[config.mk]
export PLATFORM = sky130hd
export DESIGN_NAME = breaker_timer
export DESIGN_NICKNAME = d
export VERILOG_FILES = /design/src/rtl/breaker_timer.sv
export SDC_FILE = /design/constraint.sdc
export NUM_CORES = 1
export LEC_CHECK = 0
export BUFFER_PORTS_ARGS = -buffer_cell sky130_fd_sc_hd__buf_2
export CORE_MARGIN = 2
export CORE_UTILIZATION = 52
export DETAILED_ROUTE_END_ITERATION = 7
export GPL_TIMING_DRIVEN = 0
export HOLD_SLACK_MARGIN = 0.02
export PLACE_DENSITY = 0.77
export SYNTH_ARGS = -nofsm -noshare
export SYNTH_HDL_FRONTEND = slang
export SYNTH_SLANG_ARGS = --single-unit
[constraint.sdc]
create_clock -name clk -period 2.8 [get_ports clk]
set_input_delay 0.42 -clock clk [delete_from_list [all_inputs] [get_ports clk]]
set_output_delay 0.42 -clock clk [all_outputs]
set_load 0.02 [all_outputs]
[src/rtl/breaker_timer.sv]
module breaker_timer #(
  parameter int CNT_W      = 12,
  parameter int THRESH     = 210,
  parameter int TICK_DIV   = 4,
  parameter int FAST_STEP  = 40,
  parameter int DRAIN_STEP = 8
) (
  input  logic             clk,
  input  logic             rst_n,
  input  logic             clr_req,
  input  logic             uv_fault,
  input  logic             ov_fault,
  input  logic             lkout,
  input  logic             ss_high,
  input  logic             oc,
  input  logic             drain_hi,
  input  logic             ext_zero,
  output logic             gate_en,
  output logic             fault,
  output logic             pg1_n,
  output logic [CNT_W-1:0] tmr_val
);
  localparam int DIV_W = (TICK_DIV > 1) ? $clog2(TICK_DIV) : 1;
  localparam logic [CNT_W-1:0] TOP = CNT_W'(THRESH);
  localparam logic [CNT_W:0] BIG  = (CNT_W+1)'(FAST_STEP + DRAIN_STEP);
  localparam logic [CNT_W:0] FAST = (CNT_W+1)'(FAST_STEP);

  typedef enum logic [1:0] {S_IDLE, S_START, S_ON, S_TRIP} st_t;

  st_t              st, st_n;
  logic [CNT_W-1:0] cnt, cnt_n;
  logic [DIV_W-1:0] div;
  logic             pg_q;
  logic             tick, abort;
  logic [CNT_W:0]   step, sum;

  assign tick  = (div == DIV_W'(TICK_DIV - 1));
  assign abort = clr_req | uv_fault | ov_fault | lkout;
  assign step  = (st == S_ON && oc) ? (drain_hi ? BIG : FAST) : (CNT_W+1)'(1);
  assign sum   = {1'b0, cnt} + step;

  always_comb begin
    st_n  = st;
    cnt_n = cnt;
    case (st)
      S_IDLE:
        if (!abort && !ss_high && !oc && cnt == '0) st_n = S_START;
      S_START:
        if (abort) begin
          st_n  = S_IDLE;
          cnt_n = '0;
        end else if (tick) begin
          if (sum >= {1'b0, TOP}) begin
            st_n  = S_ON;
            cnt_n = '0;
          end else cnt_n = sum[CNT_W-1:0];
        end
      S_ON:
        if (abort) begin
          st_n  = S_IDLE;
          cnt_n = '0;
        end else if (tick) begin
          if (oc) begin
            if (sum >= {1'b0, TOP}) begin
              st_n  = S_TRIP;
              cnt_n = TOP;
            end else cnt_n = sum[CNT_W-1:0];
          end else if (cnt != '0) cnt_n = cnt - 1'b1;
        end
      S_TRIP:
        if (uv_fault || lkout || ext_zero) begin
          st_n  = S_IDLE;
          cnt_n = '0;
        end else if (clr_req && tick) begin
          if (cnt <= CNT_W'(1)) begin
            st_n  = S_IDLE;
            cnt_n = '0;
          end else cnt_n = cnt - 1'b1;
        end
      default: begin
        st_n  = S_IDLE;
        cnt_n = '0;
      end
    endcase
    if (ext_zero) cnt_n = '0;
  end

  always_ff @(posedge clk) begin
    if (!rst_n) begin
      st   <= S_IDLE;
      cnt  <= '0;
      div  <= '0;
      pg_q <= 1'b0;
    end else begin
      st   <= st_n;
      cnt  <= cnt_n;
      div  <= tick ? '0 : div + 1'b1;
      pg_q <= (st == S_ON);
    end
  end

  assign gate_en = (st == S_ON);
  assign fault   = (st == S_TRIP);
  assign pg1_n   = !(gate_en && pg_q);
  assign tmr_val = cnt;
endmodule


==> results of run 1 <==
registers in the layout, indices dropped and copies added, names as in the netlist:
register	cells
tmr_val	12
div	2
st	2
pg_q	1
layer usage:
layer | GRT usage | vias to the layer above | wire length [um]
li1 | - | 895 | -
met1 | 0.403 | 901 | 2140
met2 | 0.444 | 119 | 2500
met3 | 0.0320 | 22 | 467
met4 | 0.115 | 0 | 162
met5 | 0 | - | 0
cells by family after synthesis:
group | after synthesis
buffers and inverters | 21
multiplexers | 2
AND/OR/NAND/NOR | 83
adder cells (fa/ha/maj) | 7
flip-flops | 17
XOR/XNOR | 14
AO/OA/AOI/OAI | 66
worst max-delay path, delay by kind of cell, from the launching register on:
kind                     cells  cell delay (ns)
buffers and inverters        2             0.29
AND/OR/NAND/NOR              3             0.41
XOR/XNOR                     1             0.15
adder cells (fa/ha/maj)      1             0.16
multiplexers                 1             0.33
AO/OA/AOI/OAI                4             1.00
flip-flops                   1             0.40
final cells by class:
class	count	area, sq um
multi-input cells	172	1380
fillers	238	823
flip-flops and latches	17	348
repair buffers	48	308
plain buffers	13	81.3
well taps	44	55.1
inverters	7	26.3
clock buffers	3	22.5
clock inverters	1	5.00
worst paths after layout:
kind              slack, ns          to
hold reg to reg        0.43      div[0]
setup / recovery     -0.006  tmr_val[1]
setup reg to reg     -0.006  tmr_val[1]
hold / removal         0.40       st[0]
cells in the final DEF, fill, tap and decap left out, drive strengths merged, types with 4 or more instances in the layout:
master   n
dfxtp   17
clkbuf  10
buf     53
a21oi   10
nand3    5
ha       7
nand2   13
inv      7
nor4     5
xnor2    9
nor3     4
o21ai   19
xor2     4
a221oi   5
a31oi    7
nor2    22
and2     7
stage by stage:
stage	setup slack [ns]	util	total power [mW]
after global placement	-0.539	0.606	0.455
after detailed placement	-0.524	0.606	0.458
final	-0.00578	0.730	0.666
after CTS	0.00887	0.655	0.637
after global routing	-0.0495	0.730	0.698
after floorplan	0.0235	-	0.409
timing repair:
| item | 4_1_cts | 5_1_grt |
|---|---|---|
| endpoints found under the hold margin | 0 | 0 |
| gates resized for setup | 16 | 24 |
| buffers inserted | 5 | 18 |
| endpoints found under the setup margin | 11 | 14 |
| gates cloned | 1 | 0 |
| pin swaps | 3 | 13 |
power breakdown:
| part | leakage (nW) | internal, mW | switching (mW) | total, mW |
|---|---|---|---|---|
| clock network | 0.0177 | 0.0535 | 0.0920 | 0.146 |
| logic | 0.764 | 0.112 | 0.142 | 0.254 |
| registers | 0.139 | 0.253 | 0.0131 | 0.266 |
==> metrics.csv, run 1 <==
metric,value,unit
path_cells,"buf_8, nor2b_4, and3_4, ha_4, nor2_2, a221oi_2, o21ai_2, xnor2_1, buf_4, a31oi_4, mux2_4, a221oi_2",
synth.ff_latch_count,17,
synth_top_area_cell,dfxtp_1,
netlist.area_leader.share,0.206,
hold_buffers,0,
hold_path_startpoint,rst_n,
finClkSkew,0.00501,ns
synth-main-ff-cell,dfxtp_1,
dpl-instance-area,0.00185,sq mm
portBuffers,24,
start_util,0.542,
synth_top_family_by_area,compound AO/OA/AOI/OAI gates,
ys_seq_area_frac,0.206,
antenna_found_initial,0,
synth_simple_gate_area_frac,0.293,
fmax,356,MHz
syn_area,0.00166,sq mm
cpMostUsedCell,a221oi_2,
power_density,299,mW/mm^2
worstHoldPathCells,3,
finalWorstPathRequiredPeriod,2.81,ns
violations,setup timing,
drive_gt1_frac,0.368,
io_pins,25,
syn_to_final_growth,34.7,%
track_usage,0.285,
criticalPathCategory,reg2reg,
yosys.area_share.adder,0.0529,
drc,0,
fin_tns_setup,-0.00578,ns
gp_congestion,0.963,
yosysMostFrequentCell,nor2_1,
grt_pass1_vias,1617,
htreeDepth,1,
status,"complete, but fails checks",
ir_drop,0.209,mV
grt_max_degree,11,
cap_viol_max_count,0,
setup_viol_count_final,1,
drv_slew,0,
synth_nets,227,
die_w,60.4,um
globalRouteOverflowTotal,0,
worst_slack,-0.00578,ns
r2r-start,st[1],
die_area,0.00365,sq mm
clk_pin_slew,0.11,ns
power_leakage,0.922,nW
layout.cells.non_filler,305,
synthTopCellsByCount,"nor2_1, dfxtp_1, o21ai_0, nand2_1, a21oi_1",
hold_slack,0.402,ns
finalHoldViolCount,0,
yosys-top-cells-area,"dfxtp_1, ha_1, nor2_1",
period_share,1.00,
cts_buffers,3,
crit_slowest_cell,dfxtp_4,
postRouteAntennaNets,0,
cts_buffer_depth,2,
min_path_type,in2reg,
slowest_delay,0.40,ns
clkLatencyLatePin,0.31,ns
synth_compound_area_frac,0.300,
drtIter0Drc,186,
cts.sinks,17,
worst-r2r-cell-count,12,
cp-end-kind,flip-flop,
arrival,3.04,ns
crit_path_start,st[1],
crit_fanout,6,
ys_types,60,
ys_warn_count,0,
worst_pin_slew,0.579,ns
wl,5270,um
antennaDiodeCount,0,
wl_per_cell,17.3,um
dr.pass1.iters,7,
slew_headroom,0.610,
rows,20,
dp.cells,278,
core,0.00305,sq mm
start_kind,flip-flop,
synth.avg_cell_area,7.88,sq um
cts_tree,yes,
nets,279,
hpwl,3300,um
async_flop_share,0,
muxShareOfSynthArea,0.0128,
syn-instance-count,210,
vias_per_cell,6.35,
stdcell_area,0.00223,sq mm
grt_pass1_wl,7850,um
crit_required,3.04,ns
cts-root-buf,clkbuf_4,
die_y,60.4,um
rsz0062_at_grt,true,
synth_edf_count,0,
synth-xor-area-share,0.0824,
vias,1937,
Power figures use the tool's default switching activity.
==> run 2: changes to the inputs <==
- ABC_AREA: not set -> 1
==> run 2 against run 1 <==
- the run now ends clean
- clock power shrank 5%
- register-to-register slack improved by 0.31 ns
- via count down 5.5%
- global-route usage fell by 3.9 points
- first-iteration DRC count decreased by 32%
- final cell count grew 15%
- setup slack gained 0.31 ns
- die area up 1.9%
- sequential power increased by 20%
==> metrics.csv, run 2 <==
metric,value,unit,change
status,"finished, final reports clean",,
wl_per_cell,11.7,um,-32%
antennaDiodeCount,0,,unchanged
grt_pass1_wl,6830,um,-13%
synth_nets,297,,+31%
hpwl,3290,um,-0.36%
grt_pass1_vias,1525,,-5.7%
ys_warn_count,0,,unchanged
rows,20,,unchanged
worst_pin_slew,0.603,ns,+0.0248 ns
crit_fanout,10,,+4
drv_slew,0,,unchanged
synth.ff_latch_count,17,,unchanged
fmax,400,MHz,+12%
cts-root-buf,clkbuf_4,,
ir_drop,0.370,mV,+77%
synth_edf_count,0,,unchanged
finalHoldViolCount,0,,unchanged
antenna_found_initial,0,,unchanged
die_y,61.0,um,+0.95%
stdcell_area,0.00189,sq mm,-15%
gp_congestion,0.900,,-6.6%
clkLatencyLatePin,0.31,ns,about the same
layout_commonest_cell,nand2_1,,
fillerInstances,319,,+34%
min_path_type,in2reg,,
die_area,0.00372,sq mm,+1.9%
criticalPathCategory,reg2reg,,
track_usage,0.246,,-0.0390
rsz0062_at_grt,false,,
cp-end-kind,flip-flop,,
final_cell_mix,"nand2_1, nor2_1, inv_1",,
drc,0,,unchanged
drive_gt1_frac,0.192,,-0.176
start_util,0.549,,+0.00657
synth_top_area_cell,dfxtp_1,,
cts.sinks,17,,unchanged
core,0.00308,sq mm,+0.82%
cts_buffer_depth,2,,unchanged
r2r-start,st[1],,
nets,326,,+17%
cts_buffers,3,,unchanged
crit_required,2.99,ns,-0.05 ns
synth.avg_cell_area,6.03,sq um,-23%
syn-instance-count,280,,+33%
path_cells,"nand3_4, ha_1, ha_1, nand3_1, nand2_1, nand2_1, nand3_2, nand2_1, nand2_1, nand2_1, nand2_1, nor2_2, nor2_4, buf_6, nand4_1, nand2_1, nor2_1, nor2_1",,
synthTopCellsByCount,"nand2_1, nor2_1, inv_1, nand3_1, dfxtp_1",,
globalRouteOverflowTotal,0,,unchanged
slew_headroom,0.596,,-0.0140
die_w,61.0,um,+0.95%
p_total,1.07,mW,+61%
arrival,2.69,ns,-0.35 ns
setup_viol_count_final,0,,-1
crit_path_start,st[1],,
yosys-top-cells-area,"dfxtp_1, nand2_1, nor2_1",,
start_kind,flip-flop,,
ys_types,32,,-47%
grt_max_degree,11,,unchanged
cts_tree,yes,,
vias_per_cell,5.20,,-18%
fin_util,0.615,,-0.115
postRouteAntennaNets,0,,unchanged
drtIter0Drc,126,,-32%
crit_slowest_cell,dfxtp_2,,
async_flop_share,0,,unchanged
syn_to_final_growth,12.1,%,
syn_area,0.00169,sq mm,+2.0%
slowest_delay,0.45,ns,+0.05 ns
largest_reg_flops,12,,unchanged
vias,1831,,-5.5%
netlist.area_leader.share,0.201,,-0.00411
cap_viol_max_count,0,,unchanged
hold_path_startpoint,rst_n,,
power_density,568,mW/mm^2,+90%
io_pins,25,,unchanged
fin_tns_setup,0,ns,+0.00578 ns
ys_seq_area_frac,0.201,,-0.00411
yosysMostFrequentCell,nand2_1,,
finClkSkew,0.0181,ns,+0.0130 ns
wl,4120,um,-22%
finalWorstPathRequiredPeriod,2.50,ns,-0.306 ns
clk_pin_slew,0.11,ns,about the same
portBuffers,24,,unchanged
htreeDepth,1,,unchanged
dr.pass1.iters,7,,unchanged
synth-main-ff-cell,dfxtp_1,,
power_leakage,0.981,nW,+6.4%
dpl-instance-area,0.00186,sq mm,+0.74%
cts_setup_buffers,0,,-5
cpMostUsedCell,nand2_1,,
period_share,0.893,,-0.109
==> run 2: final cells by class <==
type                            count  area, sq um  share of cell area
Tap cell                           44         55.1              0.0291
Multi-Input combinational cell    223         1180               0.625
Inverter                           35          131              0.0694
Buffer                              5         33.8              0.0178
Sequential cell                    17          343               0.181
Timing Repair Buffer               24          120              0.0634
Clock buffer                        4         26.3              0.0139
==> run 2: layer usage <==
layer / routed length [um] / part of all wire / vias up / GRT usage
met4: 39 / 0.0095 / 0 / 0.0683
li1: - / - / 970 / -
met3: 224 / 0.054 / 4 / 0.0320
met5: 0 / 0 / - / 0
met1: 2070 / 0.50 / 804 / 0.357
met2: 1790 / 0.43 / 53 / 0.384
==> run 2: logic make-up after synthesis <==
logic type,share of synthesized area
flops,0.201
fa+ha+maj,0.0518
compound gates,0.104
simple gates,0.499
buf+inv,0.0978
xor+xnor,0.0467
==> run 2: final timing paths <==
path / depth (start not counted) / slack (ns) / to
worst max-delay path: 18 / 0.30 / tmr_val[6]
worst min-delay path: 3 / 0.34 / st[0]
worst max register to register: 18 / 0.30 / tmr_val[6]
worst min register to register: 1 / 0.43 / div[0]
==> run 2: critical path: cells and delay by family, from the launching register on <==
kind / cells / cell delay [ns]
DFF: 1 / 0.45
adders and majority gates: 2 / 0.43
buffers and inverters: 1 / 0.14
and+or+nand+nor: 15 / 1.38
==> run 2: repair_timing <==
item                                    CTS  global route
resized for setup                         0             2
hold buffers                              0             0
endpoints found under the setup margin    0             9
==> run 2: power breakdown <==
group	internal, mW	leakage, nW	switching, mW
logic	0.207	0.827	0.410
registers	0.275	0.139	0.0429
clock network	0.0556	0.0150	0.0832
==> run 2: metrics by stage <==
stage          hold slack (ns)  setup WS (ns)  std cells
4_1_cts                  0.347          0.162        352
3_5_place_dp             0.420          0.199        348
6_report                 0.339          0.300        352
2_1_floorplan            0.408          0.509        280
3_3_place_gp             0.418          0.212        348
5_1_grt                  0.336         0.0250        352
